`config.mk`:
```
export PLATFORM = sky130hd
export DESIGN_NAME = smb_clkctl_slave
export DESIGN_NICKNAME = d
export VERILOG_FILES = /design/src/rtl/smb_pkg.sv /design/src/rtl/smb_sync.sv /design/src/rtl/smb_regbank.sv /design/src/rtl/smb_clkctl_slave.sv
export SDC_FILE = /design/constraint.sdc
export NUM_CORES = 1
export LEC_CHECK = 0
export ABC_AREA = 1
export BUFFER_PORTS_ARGS = -buffer_cell sky130_fd_sc_hd__buf_4
export CAP_MARGIN = 5
export CORE_MARGIN = 4
export CORE_UTILIZATION = 65
export CTS_BUF_LIST = sky130_fd_sc_hd__clkbuf_2
export DETAILED_ROUTE_END_ITERATION = 10
export PLACE_DENSITY = 0.79
export SLEW_MARGIN = 10
export SYNTH_ARGS = -nofsm -noshare
export SYNTH_HDL_FRONTEND = slang
export SYNTH_SLANG_ARGS = --single-unit
export TNS_END_PERCENT = 1
```
`constraint.sdc`:
```
create_clock -name clk -period 2 [get_ports clk]
set_input_delay 0.6 -clock clk [delete_from_list [all_inputs] [get_ports clk]]
set_output_delay 0.6 -clock clk [all_outputs]
set_load 0.005 [all_outputs]
```
`src/rtl/smb_pkg.sv`:
```
package smb_pkg;
  typedef enum logic [2:0] {
    ST_IDLE, ST_RX, ST_ACK, ST_TX, ST_MACK, ST_IGN
  } smb_state_e;

  typedef enum logic [1:0] {
    PH_ADDR, PH_INDEX, PH_COUNT, PH_DATA
  } smb_phase_e;

  localparam logic [6:0] DEV_ADDR = 7'h6A;
endpackage

```
`src/rtl/smb_sync.sv`:
```
module smb_sync #(
  parameter int STAGES = 2
) (
  input  logic clk,
  input  logic rst_n,
  input  logic scl_i,
  input  logic sda_i,
  output logic scl_s,
  output logic sda_s,
  output logic scl_rise,
  output logic scl_fall,
  output logic start_det,
  output logic stop_det
);
  logic [STAGES-1:0] scl_ff, sda_ff;
  logic scl_q, sda_q;

  always_ff @(posedge clk or negedge rst_n) begin
    if (!rst_n) begin
      scl_ff <= '1;
      sda_ff <= '1;
      scl_q  <= 1'b1;
      sda_q  <= 1'b1;
    end else begin
      scl_ff <= {scl_ff[STAGES-2:0], scl_i};
      sda_ff <= {sda_ff[STAGES-2:0], sda_i};
      scl_q  <= scl_ff[STAGES-1];
      sda_q  <= sda_ff[STAGES-1];
    end
  end

  assign scl_s     = scl_ff[STAGES-1];
  assign sda_s     = sda_ff[STAGES-1];
  assign scl_rise  = scl_s & ~scl_q;
  assign scl_fall  = ~scl_s & scl_q;
  assign start_det = scl_s & scl_q & sda_q & ~sda_s;
  assign stop_det  = scl_s & scl_q & ~sda_q & sda_s;
endmodule

```
`src/rtl/smb_regbank.sv`:
```
module smb_regbank #(
  parameter int NREG = 7,
  parameter int IDXW = 8,
  parameter int NOUT = 6
) (
  input  logic            clk,
  input  logic            rst_n,
  input  logic            wr_en,
  input  logic [IDXW-1:0] wr_idx,
  input  logic [7:0]      wr_data,
  input  logic [IDXW-1:0] rd_idx,
  output logic [7:0]      rd_data,
  output logic [NOUT-1:0] out_en
);
  localparam logic [IDXW-1:0] LAST_IDX = IDXW'(NREG - 1);

  function automatic logic [7:0] reset_value(int i);
    return (i == 1) ? 8'hC0 : 8'hFF;
  endfunction

  function automatic int pair_byte(int p);
    return (p == 3) ? 1 : 0;
  endfunction

  function automatic int pair_bit(int p);
    case (p)
      0:       return 7;
      1:       return 6;
      2:       return 3;
      3:       return 6;
      4:       return 0;
      default: return 2;
    endcase
  endfunction

  logic [7:0] bank [NREG];

  for (genvar g = 0; g < NREG; g++) begin : g_reg
    logic hit;
    assign hit = wr_en && (wr_idx == IDXW'(g));
    always_ff @(posedge clk or negedge rst_n) begin
      if (!rst_n)   bank[g] <= reset_value(g);
      else if (hit) bank[g] <= wr_data;
    end
  end

  always_comb begin
    rd_data = 8'h00;
    for (int i = 0; i < NREG; i++)
      if (rd_idx == IDXW'(i)) rd_data = bank[i];
  end

  for (genvar p = 0; p < NOUT; p++) begin : g_en
    assign out_en[p] = bank[pair_byte(p)][pair_bit(p)];
  end

  // a write outside the bank leaves every enable unchanged
  a_r7_oob_write_ignored: assert property (@(posedge clk) disable iff (!rst_n)
    (wr_en && (wr_idx > LAST_IDX)) |=> $stable(out_en));
endmodule

```
`src/rtl/smb_clkctl_slave.sv`:
```
module smb_clkctl_slave #(
  parameter int NREG        = 7,
  parameter int NOUT        = 6,
  parameter int SYNC_STAGES = 2
) (
  input  logic            clk,
  input  logic            rst_n,
  input  logic            scl_i,
  input  logic            sda_i,
  output logic            sda_oe,
  output logic [NOUT-1:0] out_en
);
  import smb_pkg::*;

  localparam int IDXW = 8;

  logic scl_s, sda_s, scl_rise, scl_fall, start_det, stop_det;

  smb_sync #(.STAGES(SYNC_STAGES)) i_sync (
    .clk(clk), .rst_n(rst_n), .scl_i(scl_i), .sda_i(sda_i),
    .scl_s(scl_s), .sda_s(sda_s), .scl_rise(scl_rise), .scl_fall(scl_fall),
    .start_det(start_det), .stop_det(stop_det)
  );

  smb_state_e st_q, st_d;
  smb_phase_e ph_q, ph_d;
  logic [2:0]      bit_q, bit_d;
  logic [7:0]      sh_q, sh_d;
  logic [IDXW-1:0] idx_q, idx_d;
  logic [7:0]      cnt_q, cnt_d;
  logic            got8_q, got8_d;
  logic            txn_q, txn_d;
  logic            mack_q, mack_d;
  logic            oe_q, oe_d;
  logic            wr_en;
  logic [7:0]      rd_data;

  smb_regbank #(.NREG(NREG), .IDXW(IDXW), .NOUT(NOUT)) i_regs (
    .clk(clk), .rst_n(rst_n), .wr_en(wr_en), .wr_idx(idx_q), .wr_data(sh_q),
    .rd_idx(idx_q), .rd_data(rd_data), .out_en(out_en)
  );

  always_comb begin
    st_d = st_q; ph_d = ph_q; bit_d = bit_q; sh_d = sh_q;
    idx_d = idx_q; cnt_d = cnt_q; got8_d = got8_q; txn_d = txn_q;
    mack_d = mack_q; oe_d = oe_q; wr_en = 1'b0;
    if (start_det) begin
      st_d = ST_RX; ph_d = PH_ADDR; bit_d = 3'd0; got8_d = 1'b0; oe_d = 1'b0;
    end else if (stop_det) begin
      st_d = ST_IDLE; oe_d = 1'b0; got8_d = 1'b0;
    end else begin
      case (st_q)
        ST_RX: begin
          if (scl_rise) begin
            sh_d  = {sh_q[6:0], sda_s};
            bit_d = bit_q + 3'd1;
            if (bit_q == 3'd7) got8_d = 1'b1;
          end else if (scl_fall && got8_q) begin
            got8_d = 1'b0;
            st_d   = ST_ACK;
            oe_d   = 1'b1;
            txn_d  = 1'b0;
            case (ph_q)
              PH_ADDR: begin
                if (sh_q[7:1] == DEV_ADDR) begin
                  txn_d = sh_q[0];
                  ph_d  = PH_INDEX;
                end else begin
                  st_d = ST_IGN;
                  oe_d = 1'b0;
                end
              end
              PH_INDEX: begin idx_d = sh_q; ph_d = PH_COUNT; end
              PH_COUNT: begin cnt_d = sh_q; ph_d = PH_DATA;  end
              default:  begin wr_en = 1'b1; idx_d = idx_q + 1'b1; end
            endcase
          end
        end
        ST_ACK: begin
          if (scl_fall) begin
            bit_d = 3'd0;
            if (txn_q) begin
              st_d = ST_TX; sh_d = cnt_q; oe_d = ~cnt_q[7];
            end else begin
              st_d = ST_RX; oe_d = 1'b0;
            end
          end
        end
        ST_TX: begin
          if (scl_fall) begin
            if (bit_q == 3'd7) begin
              st_d = ST_MACK; oe_d = 1'b0;
            end else begin
              sh_d  = {sh_q[6:0], 1'b0};
              bit_d = bit_q + 3'd1;
              oe_d  = ~sh_q[6];
            end
          end
        end
        ST_MACK: begin
          if (scl_rise) mack_d = ~sda_s;
          else if (scl_fall) begin
            if (mack_q) begin
              st_d = ST_TX; sh_d = rd_data; oe_d = ~rd_data[7];
              bit_d = 3'd0; idx_d = idx_q + 1'b1;
            end else begin
              st_d = ST_IGN;
            end
          end
        end
        default: ;
      endcase
    end
  end

  always_ff @(posedge clk or negedge rst_n) begin
    if (!rst_n) begin
      st_q <= ST_IDLE; ph_q <= PH_ADDR; bit_q <= 3'd0; sh_q <= 8'h00;
      idx_q <= '0; cnt_q <= 8'(NREG); got8_q <= 1'b0; txn_q <= 1'b0;
      mack_q <= 1'b0; oe_q <= 1'b0;
    end else begin
      st_q <= st_d; ph_q <= ph_d; bit_q <= bit_d; sh_q <= sh_d;
      idx_q <= idx_d; cnt_q <= cnt_d; got8_q <= got8_d; txn_q <= txn_d;
      mack_q <= mack_d; oe_q <= oe_d;
    end
  end

  assign sda_oe = oe_q;

  // data-line drive moves only while the clock line is low
  a_r9_sda_moves_scl_low: assert property (@(posedge clk) disable iff (!rst_n)
    (!$stable(oe_q) && !$past(start_det) && !$past(stop_det)) |-> !scl_s);

  // a start re-enters address reception
  a_r8_start_restarts: assert property (@(posedge clk) disable iff (!rst_n)
    start_det |=> (st_q == ST_RX) && (ph_q == PH_ADDR) && (bit_q == 3'd0) && !oe_q);

  // a stop returns to idle with the line released
  a_r8_stop_idles: assert property (@(posedge clk) disable iff (!rst_n)
    (stop_det && !start_det) |=> (st_q == ST_IDLE) && !oe_q);

  // an ignored transfer never pulls the line
  a_r2_ignore_silent: assert property (@(posedge clk) disable iff (!rst_n)
    (st_q == ST_IGN) |-> !oe_q);
endmodule

```
Yosys cells after proc, flatten, opt, wreduce, memory -nomap -nowiden
Cells that the tools add are included.

operators by class
  $add $sub $neg = 2
  equal/unequal tests = 44
  muxes and demuxes = 82
  bitwise operators = 17
  reductions and logical operators = 31

operators by type and width
  cell                                                                    number
  8-bit two-way mux                                                       20
  3-bit two-way mux                                                       21
  8-bit case mux with 2 select lines                                      2
  8-bit case mux with 4 select lines                                      1
  1-bit two-way mux                                                       27
  8-bit by 3-bit equality test with 1-bit output (second input constant)  3
  4-bit by 2-bit != test with 1-bit output (second input constant)        6
  3-bit case mux with 4 select lines                                      2
  2-bit != test (second input constant)                                   11
  3-bit by 2-bit != test with 1-bit output (second input constant)        6
  9-bit AND reduction                                                     2
  8-bit by 2-bit equality test with 1-bit output (second input constant)  2
  8-bit AND reduction                                                     2
  2-bit two-way mux                                                       7
  4-bit != test (second input constant)                                   3
  6-bit AND reduction                                                     2
  4-bit nonzero test                                                      3
  11-bit AND reduction                                                    1
  1-bit NOT                                                               10
  8-bit by 1-bit adder with 8-bit output (second input constant)          1
  8-bit by 1-bit equality test with 1-bit output (second input constant)  1
  1-bit logical AND                                                       8
  8-bit zero test                                                         1
  1-bit bitwise AND                                                       7
  22 further kinds                                                        27

word-level totals
  flip-flop bits (word level) = 98
  input bits = 4
  output and inout port bits = 7
  logic and storage cells = 197

Longest topological paths before layout
Gate-level depths: netlist of the first run.

  word-level depth = 15
  depth in mapped cells = 15
  gate-level depth less buffers = 15

Hierarchy
From an unflattened synthesis of the first run, not the netlist that was laid out.

unflattened totals
  cells, all modules = 704
  area, all modules = 5560.3 um2

by module, submodules not included
  module            times used  cells each  area an instance (um2)  sequential area each (um2)
  smb_regbank       1           322         2890.3                  1463.9
  smb_clkctl_slave  1           365         2471.1                  904.6
  smb_sync          1           17          198.9                   157.7

Worst setup path before layout of the first run
OpenSTA, ideal clock, no wires.

  kind = reg-to-reg
  start point = register i_sync.scl_q
  end point = register i_regs.bank[40] (netlist name)
  setup time = 0.132 ns
  data arrival time = 1.577 ns
  data required time = 1.868 ns
  setup slack = 0.291 ns
  stages on the path, launching flop included = 11
  buffers on the path = 1
  period minus slack after synthesis = 1.709 ns
  cells stage by stage = dfstp_2 -> inv_1 -> nor2_1 -> inv_1 -> nor2_1 -> nand2_1 -> nor2_4 -> nand2_1 -> buf_6 -> nand2_1 -> o21ai_0

on the way
  longest elaborated chain between the ends = 8
  elaborated cells between the ends (all ways) = 15
  those cells by class = 5 x mux; 8 x bitwise; 2 x reduce/logical

ends and longest elaborated chain
  item                            RTL line                source
  start: declaration              smb_sync.sv:16          logic scl_q, sda_q;
  start signal: assignment        smb_sync.sv:27          scl_q <= scl_ff[STAGES-1];
  1-bit bitwise AND               smb_sync.sv:35          assign scl_fall = ~scl_s & scl_q;
  1-bit logical AND               smb_clkctl_slave.sv:58  end else if (scl_fall && got8_q) begin
  1-bit two-way mux               smb_clkctl_slave.sv:58
  1-bit two-way mux               smb_clkctl_slave.sv:54  if (scl_rise) begin
  1-bit two-way mux               smb_clkctl_slave.sv:52  case (st_q)
  1-bit two-way mux               smb_clkctl_slave.sv:49  end else if (stop_det) begin
  1-bit two-way mux *             smb_clkctl_slave.sv:47  if (start_det) begin
  1-bit logical AND *             smb_regbank.sv:40       assign hit = wr_en && (wr_idx == IDXW'(g));
  end signal: indexed assignment  smb_regbank.sv:42       if (!rst_n) bank[g] <= reset_value(g);
  end signal: indexed assignment  smb_regbank.sv:43       else if (hit) bank[g] <= wr_data;
  end: declaration                smb_regbank.sv:36       logic [7:0] bank [NREG];

Mark *: on every way between the ends. The rest lies on a longest branch, timed or not.
A chain may end at the register's enable or synchronous reset.

Worst setup path after layout of the first run
  start point = register i_regs.bank (netlist bit i_regs.out_en[0])
  end point = output port out_en[0]

RTL lines
  item              RTL line                source
  end: declaration  smb_clkctl_slave.sv:11  output logic [NOUT-1:0] out_en

No word-level cell between the ends.

==> results.sh, run 1 <==
export IMPL_post_synth_top_area_cell="dfstp_2"
export IMPL_timing_worst_slew_pin_value_ns=0.474
export IMPL_netlist_area_um2=5220
export IMPL_overflow=0
export IMPL_grt_max_degree=42
export IMPL_min_period_ns=1.91
export IMPL_endpoint_arrival_time_on_the_critical_path_ns=1.31
export IMPL_dpl_worst_slack_ns=-0.0261
export IMPL_hold_depth=1
export IMPL_yosys_top_cells_area="dfstp_2, dfrtp_1, nand2_1"
export IMPL_rows=32
export IMPL_critical_path_top_delay_family="flip-flops"
export IMPL_status="completed"
export IMPL_critical_path_reg2reg_startpoint="idx_q[0]"
export IMPL_path_depth=1
export IMPL_stdcell_area_um2=5830
export IMPL_critical_path_startpoint="i_regs.out_en[0]"
export IMPL_max_cap_violations=0
export IMPL_final_core_utilization=0.750
export IMPL_synth_warnings=0
export IMPL_hold_violations=0
export IMPL_cp_start_kind="flop"
export IMPL_drive_above_1_share=0.269
export IMPL_core_region_area_um2=7770
export IMPL_mean_area_per_synthesized_cell_um2=8.11
export IMPL_peak_clock_frequency_supported_by_timing_mhz=525
export IMPL_post_synth_most_frequent_cells="nand2_1, o21ai_0, inv_1, dfstp_2, a21oi_1"
export IMPL_place_area_um2=5430
export IMPL_final_critical_path_setup_slack_ns=0.0937
export IMPL_drt_initial_drc_count=333
export IMPL_critical_path_max_fanout=3
export IMPL_yosysSeqAreaShare=0.484
export IMPL_globalplace_congestion=0.916
export IMPL_dp_final_hpwl_um=8630
export IMPL_dominant_synthesized_flop_cell="dfstp_2"
export IMPL_hold_path_class="primary input to flop"
export IMPL_timing_critical_path_required_ns=1.40
export IMPL_detail_route_first_pass_iterations=6
export IMPL_num_vias=4528
export IMPL_ys_types=37
export IMPL_number_of_enable_type_register_cells_in_the_synthesized_netlist=0
export IMPL_floorplan_initialDensity=0.673
export IMPL_grt_first_pass_wirelength_um=20600
export IMPL_slew_limit_headroom=0.684
export IMPL_clk_pin_slew_worst_paths_ns=0.28
export IMPL_final_max_slew_violation_count=0
export IMPL_cts_tree="done"
export IMPL_h_tree_lvl_count=3
export IMPL_critical_path_slowest_cell="dfstp_2"
export IMPL_power_density_nw_per_um2=1170
export IMPL_placed_cells_incl_taps=756
export IMPL_final_antenna_net_count=0
export IMPL_crit_path_max_incr_delay_ns=0.62
export IMPL_grt_antenna_before_repair=0
export IMPL_timing_reg2reg_setup_slack_ns=0.11
export IMPL_vias_in_the_first_global_route=4163
export IMPL_cts_path_max_buffers=2
export IMPL_yosys_register_bits=98
export IMPL_fin_skew_ns=0.0227
export IMPL_fin_worst_hold_slack_ns=0.100
export IMPL_viasPerCell=5.71
export IMPL_path_class="flop to output port"
export IMPL_stdcell_count=793
export IMPL_crit_end="out_en[0]"
export IMPL_layout_nets=700
export IMPL_die_w_um=97.6
export IMPL_synth_async_sr_flop_share=1.00
export IMPL_die_area_um2=9530
export IMPL_area_growth_syn_to_layout_pct=11.5
export IMPL_post_drt_wl_per_cell_um=15.9
export IMPL_critical_path_reg2reg_endpoint="sh_q[1]"
export IMPL_design_portCount=11
export IMPL_worstPathCellList="buf_4"
export IMPL_synthesis_nets=658
export IMPL_drc=0
export IMPL_setup_repair_after_global_routing_missed_its_margin="yes"
export IMPL_setup_viol=0
export IMPL_clock_root_buffer="clkbuf_2"
export IMPL_antenna_cells=0
export IMPL_grt_util_all_layers=0.267
export IMPL_finalWirelength_um=12600
export IMPL_netlist_instances=644
export IMPL_finalCritPeriodShare=0.953
export IMPL_power_leakage_nw=2.63
export IMPL_buffer_ports_inserted=10
export IMPL_r2r_worst_path_cells=14
export IMPL_synth_top_cell_area_share=0.297
export IMPL_worst_setup_path_end_kind="output port"
export IMPL_cts_num_sinks=98
export IMPL_post_synth_top_count_cell="nand2_1"
export IMPL_worst_ir_drop_vdd_uv=557
export IMPL_cts_made_buffers=9
export IMPL_fp_dieH_um=97.6
export IMPL_insertion_delay_ns=0.57
export IMPL_timing_critical_path_buf_inv=1
[routing by layer]
layer | share of wire | up-vias | global-route usage
li1 | - | 2181 | -
met1 | 0.44 | 2146 | 0.393
met2 | 0.47 | 178 | 0.405
met3 | 0.070 | 23 | 0.0632
met4 | 0.012 | 0 | 0.0554
met5 | 0 | - | 0
[through the flow]
stage               setup TNS, ns  power (mW)
floorplan                       0        4.57
global placement                0        5.35
detailed placement        -0.0560        5.45
CTS                             0        6.36
global route              -0.0644        7.34
finish                          0        6.82
[worst min path at each step]
stage | from | slack (ns) | to
floorplan | rst_n | 0.30 | bit_q[0]
global placement | i_sync.scl_ff[0] | 0.35 | i_sync.scl_ff[1]
detailed placement | i_sync.scl_ff[0] | 0.35 | i_sync.scl_ff[1]
CTS | scl_i | 0.06 | i_sync.scl_ff[0]
global route | sda_i | 0.02 | i_sync.sda_ff[0]
finish | scl_i | 0.10 | i_sync.scl_ff[0]
[flip-flops by register name (all words and copies together), names as in the netlist]
register and cells:
i_sync.sda_q 1, cnt_q 8, mack_q 1, st_q 3, i_regs.out_en 6, bit_q 3
idx_q 8, i_sync.sda_ff 2, i_sync.scl_ff 2, txn_q 1, got8_q 1, sh_q 8
i_sync.scl_q 1, sda_oe 1, ph_q 2, i_regs.bank 50
[layout by cell type (no fill, tap or decap), types with 6 or more instances in the layout]
cell      synthesis  routed
nand2_1         187     179
o21ai_0          82      82
dfstp_2          59      59
inv_1            61      57
buf_4             9      49
a21oi_1          49      47
dfrtp_1          39      39
nand3_1          30      29
nor2_1           33      29
inv_2             6      10
nor2_2            7      10
clkbuf_2          0      10
nand2_2           2       7
ha_1             10       7
nor2_4            5       6
o21ai_1           6       6
[report_power, final]
| group | total [mW] | switching [mW] | internal, mW | leakage, nW |
|---|---|---|---|---|
| Combinational | 3.39 | 2.19 | 1.20 | 1.45 |
| Clock | 0.885 | 0.696 | 0.188 | 0.0648 |
| Sequential | 2.55 | 0.279 | 2.27 | 1.11 |
[kinds of logic after synthesis]
logic type      Yosys count  share of synthesized area
simple gates            281                      0.234
fa+ha+maj                10                     0.0240
buf+inv                  94                     0.0915
xor+xnor                  2                    0.00335
flops                    98                      0.484
compound gates          159                      0.163
[timing repair]
item                                    4_1_cts  5_1_grt
gates resized for setup                       3       27
gates cloned                                  0        2
endpoints found under the setup margin       25       67
setup buffers                                 0       18
endpoints found under the hold margin         5        0
hold buffers                                  1        0
pin swaps                                     1       11
[cell type report]
class | count | area (um^2)
clock buffer | 10 | 50.0
clock inverter | 6 | 50.0
fill | 616 | 1940
inverter | 67 | 251
multi-input combinational | 453 | 2310
sequential | 98 | 2530
tap | 102 | 128
timing repair buffer | 57 | 505
Note: power is estimated with default switching activity, not from simulation.
==> run 2, diff against run 1 <==
Settings changed: CORE_UTILIZATION 65 to 63, CTS_BUF_LIST sky130_fd_sc_hd__clkbuf_2 to default, PLACE_DENSITY 0.79 to 0.77.
==> run 2 against run 1 <==
Net effect:
- sequential cell count is the same
- largest power group unchanged
- register-to-register slack lost 0.09 ns
- critical endpoint is now sh_q[5]
- highest routed layer unchanged
- cell count shrank 1.1%
- clock skew down 0.0081 ns
- largest cell class unchanged
==> results.sh, run 2 (synthesis gave the netlist of run 1 again) <==
export IMPL_post_drt_wl_per_cell_um=15.9
export IMPL_hold_path_class="primary input to flop"
export IMPL_die_w_um=99.1
export IMPL_grt_max_degree=35
export IMPL_min_period_ns=1.98
export IMPL_seq_power_share=0.369
export IMPL_swShare=0.441
export IMPL_drt_initial_drc_count=336
export IMPL_drc=0
export IMPL_largest_register_ffs=50
export IMPL_num_vias=4497
export IMPL_cp_start_kind="flop"
export IMPL_max_flop_register="i_regs.bank"
export IMPL_worst_ir_drop_vdd_uv=569
export IMPL_critical_path_reg2reg_startpoint="idx_q[1]"
export IMPL_clk_pin_slew_worst_paths_ns=0.10
export IMPL_final_antenna_net_count=0
export IMPL_timing_reg2reg_setup_slack_ns=0.02
export IMPL_finalWirelength_um=12500
export IMPL_fin_skew_ns=0.0146
export IMPL_rows=32
export IMPL_fp_dieH_um=99.1
export IMPL_clock_root_buffer="clkbuf_8"
export IMPL_buffer_ports_inserted=10
export IMPL_viasPerCell=5.74
export IMPL_layout_commonest_cell="nand2_1"
export IMPL_cts_tree="done"
export IMPL_timing_worst_slew_pin_value_ns=0.526
export IMPL_hold_depth=1
export IMPL_total_switching_power_mw=3.04
export IMPL_hold_violations=0
export IMPL_crit_end="sh_q[5]"
export IMPL_slew_limit_headroom=0.649
export IMPL_endpoint_arrival_time_on_the_critical_path_ns=2.28
export IMPL_critical_path_max_fanout=8
export IMPL_grt_first_pass_wirelength_um=20700
export IMPL_die_area_um2=9810
export IMPL_finalCritPeriodShare=0.992
export IMPL_cts_num_sinks=98
export IMPL_layout_nets=691
export IMPL_layout_cells_most_common_list="nand2_1, o21ai_0, inv_1, dfstp_2, a21oi_1"
export IMPL_grt_util_all_layers=0.264
export IMPL_power_share_combinational=0.462
export IMPL_cts_hold_buf=0
export IMPL_setup_viol=0
export IMPL_h_tree_lvl_count=3
export IMPL_stdcell_count=784
export IMPL_path_class="flop to flop"
export IMPL_max_cap_violations=0
export IMPL_cell_internal_power_mw=3.85
export IMPL_r2r_worst_path_cells=16
export IMPL_overflow=0
export IMPL_cts_made_buffers=9
export IMPL_power_leakage_nw=2.68
export IMPL_cts_path_max_buffers=2
export IMPL_critical_path_startpoint="idx_q[1]"
export IMPL_dp_final_hpwl_um=8450
export IMPL_globalplace_congestion=1.02
export IMPL_drive_above_1_share=0.248
export IMPL_timing_critical_path_required_ns=2.30
export IMPL_power_density_nw_per_um2=1180
export IMPL_insertion_delay_ns=0.36
export IMPL_critical_path_reg2reg_endpoint="sh_q[5]"
export IMPL_core_region_area_um2=7890
export IMPL_floorplan_initialDensity=0.662
export IMPL_grt_antenna_before_repair=0
export IMPL_peak_clock_frequency_supported_by_timing_mhz=504
export IMPL_final_max_slew_violation_count=0
export IMPL_status="completed"
export IMPL_vias_in_the_first_global_route=4285
export IMPL_clock_power_share=0.169
export IMPL_worst_setup_path_end_kind="flop"
export IMPL_detail_route_first_pass_iterations=5
export IMPL_placed_cells_incl_taps=758
export IMPL_area_growth_syn_to_layout_pct=11.4
export IMPL_final_core_utilization=0.738
export IMPL_antenna_cells=0
export IMPL_design_portCount=11
export IMPL_setup_repair_after_global_routing_missed_its_margin="yes"
==> run 2: changes by cell type in the layout (fill, tap and decap cells not counted), moves of 4 or more <==
cell,change
clkbuf_2,-10
o21ai_1,+7
buf_4,-6
nand2_4,+4
o21ai_0,-7
clkbuf_8,+10
nand2_2,-5
==> run 2: critical path: stages, from the launching register on <==
cell,delay (ns)
dfrtp_1,0.42
inv_1,0.12
ha_1,0.19
nand2_2,0.07
nor2_4,0.19
buf_4,0.15
buf_4,0.12
a21oi_2,0.06
nand2_1,0.06
nand2_1,0.07
nand2_1,0.09
nand2_1,0.06
nand2_1,0.07
nand2_1,0.06
nand3_1,0.08
nand2_1,0.05
inv_1,0.05
==> run 2: cell type report <==
type | instances | area (um^2)
inverter | 67 | 251
clock inverter | 5 | 28.8
sequential | 98 | 2530
timing repair buffer | 49 | 443
clock buffer | 11 | 141
tap | 102 | 128
multi-input combinational | 452 | 2300
fill | 603 | 2070
==> run 2: per-stage QoR <==
step                      hold WS, ns  instance area (um^2)  power [mW]  setup WS, ns  TNS [ns]
final                           0.343                  5820        6.89        0.0159         0
after CTS                       0.332                  5630        6.66       -0.0708     -1.11
after detailed placement        0.349                  5460        5.50       -0.0394    -0.140
after global placement          0.346                  5460        5.40        0.0740         0
after global routing            0.326                  5820        7.41        -0.139    -0.676
after floorplan                 0.304                  5220        4.57         0.291         0
==> run 2: repair_timing <==
action | 4_1_cts | 5_1_grt
pin swaps | 0 | 5
setup endpoints to repair | 38 | 73
buffers inserted | 0 | 10
gates resized for setup | 1 | 29
==> run 2: worst min-delay path by stage <==
stage                          start          endpoint  slack (ns)
floorplan                      rst_n          bit_q[0]        0.30
global placement    i_sync.sda_ff[0]  i_sync.sda_ff[1]        0.35
detailed placement  i_sync.sda_ff[0]  i_sync.sda_ff[1]        0.35
CTS                            sda_i  i_sync.sda_ff[0]        0.33
global route                   scl_i  i_sync.scl_ff[0]        0.33
finish                         sda_i  i_sync.sda_ff[0]        0.34
==> run 2: per-layer routing <==
| layer | vias to the layer above | track usage | routed length, um | share of wire |
|---|---|---|---|---|
| li1 | 2155 | - | - | - |
| met1 | 2146 | 0.390 | 5730 | 0.46 |
| met2 | 165 | 0.402 | 5750 | 0.46 |
| met3 | 31 | 0.0361 | 725 | 0.058 |
| met4 | 0 | 0.0914 | 287 | 0.023 |
| met5 | - | 0 | 0 | 0 |
==> run 2: power by group through the flow <==
stage	combinational, mW	sequential (mW)	clock (mW)
global placement	2.85	2.55	0
floorplan	2.09	2.48	0
detailed placement	2.94	2.56	0
CTS	2.95	2.53	1.17
finish	3.18	2.55	1.16
global route	3.56	2.58	1.27
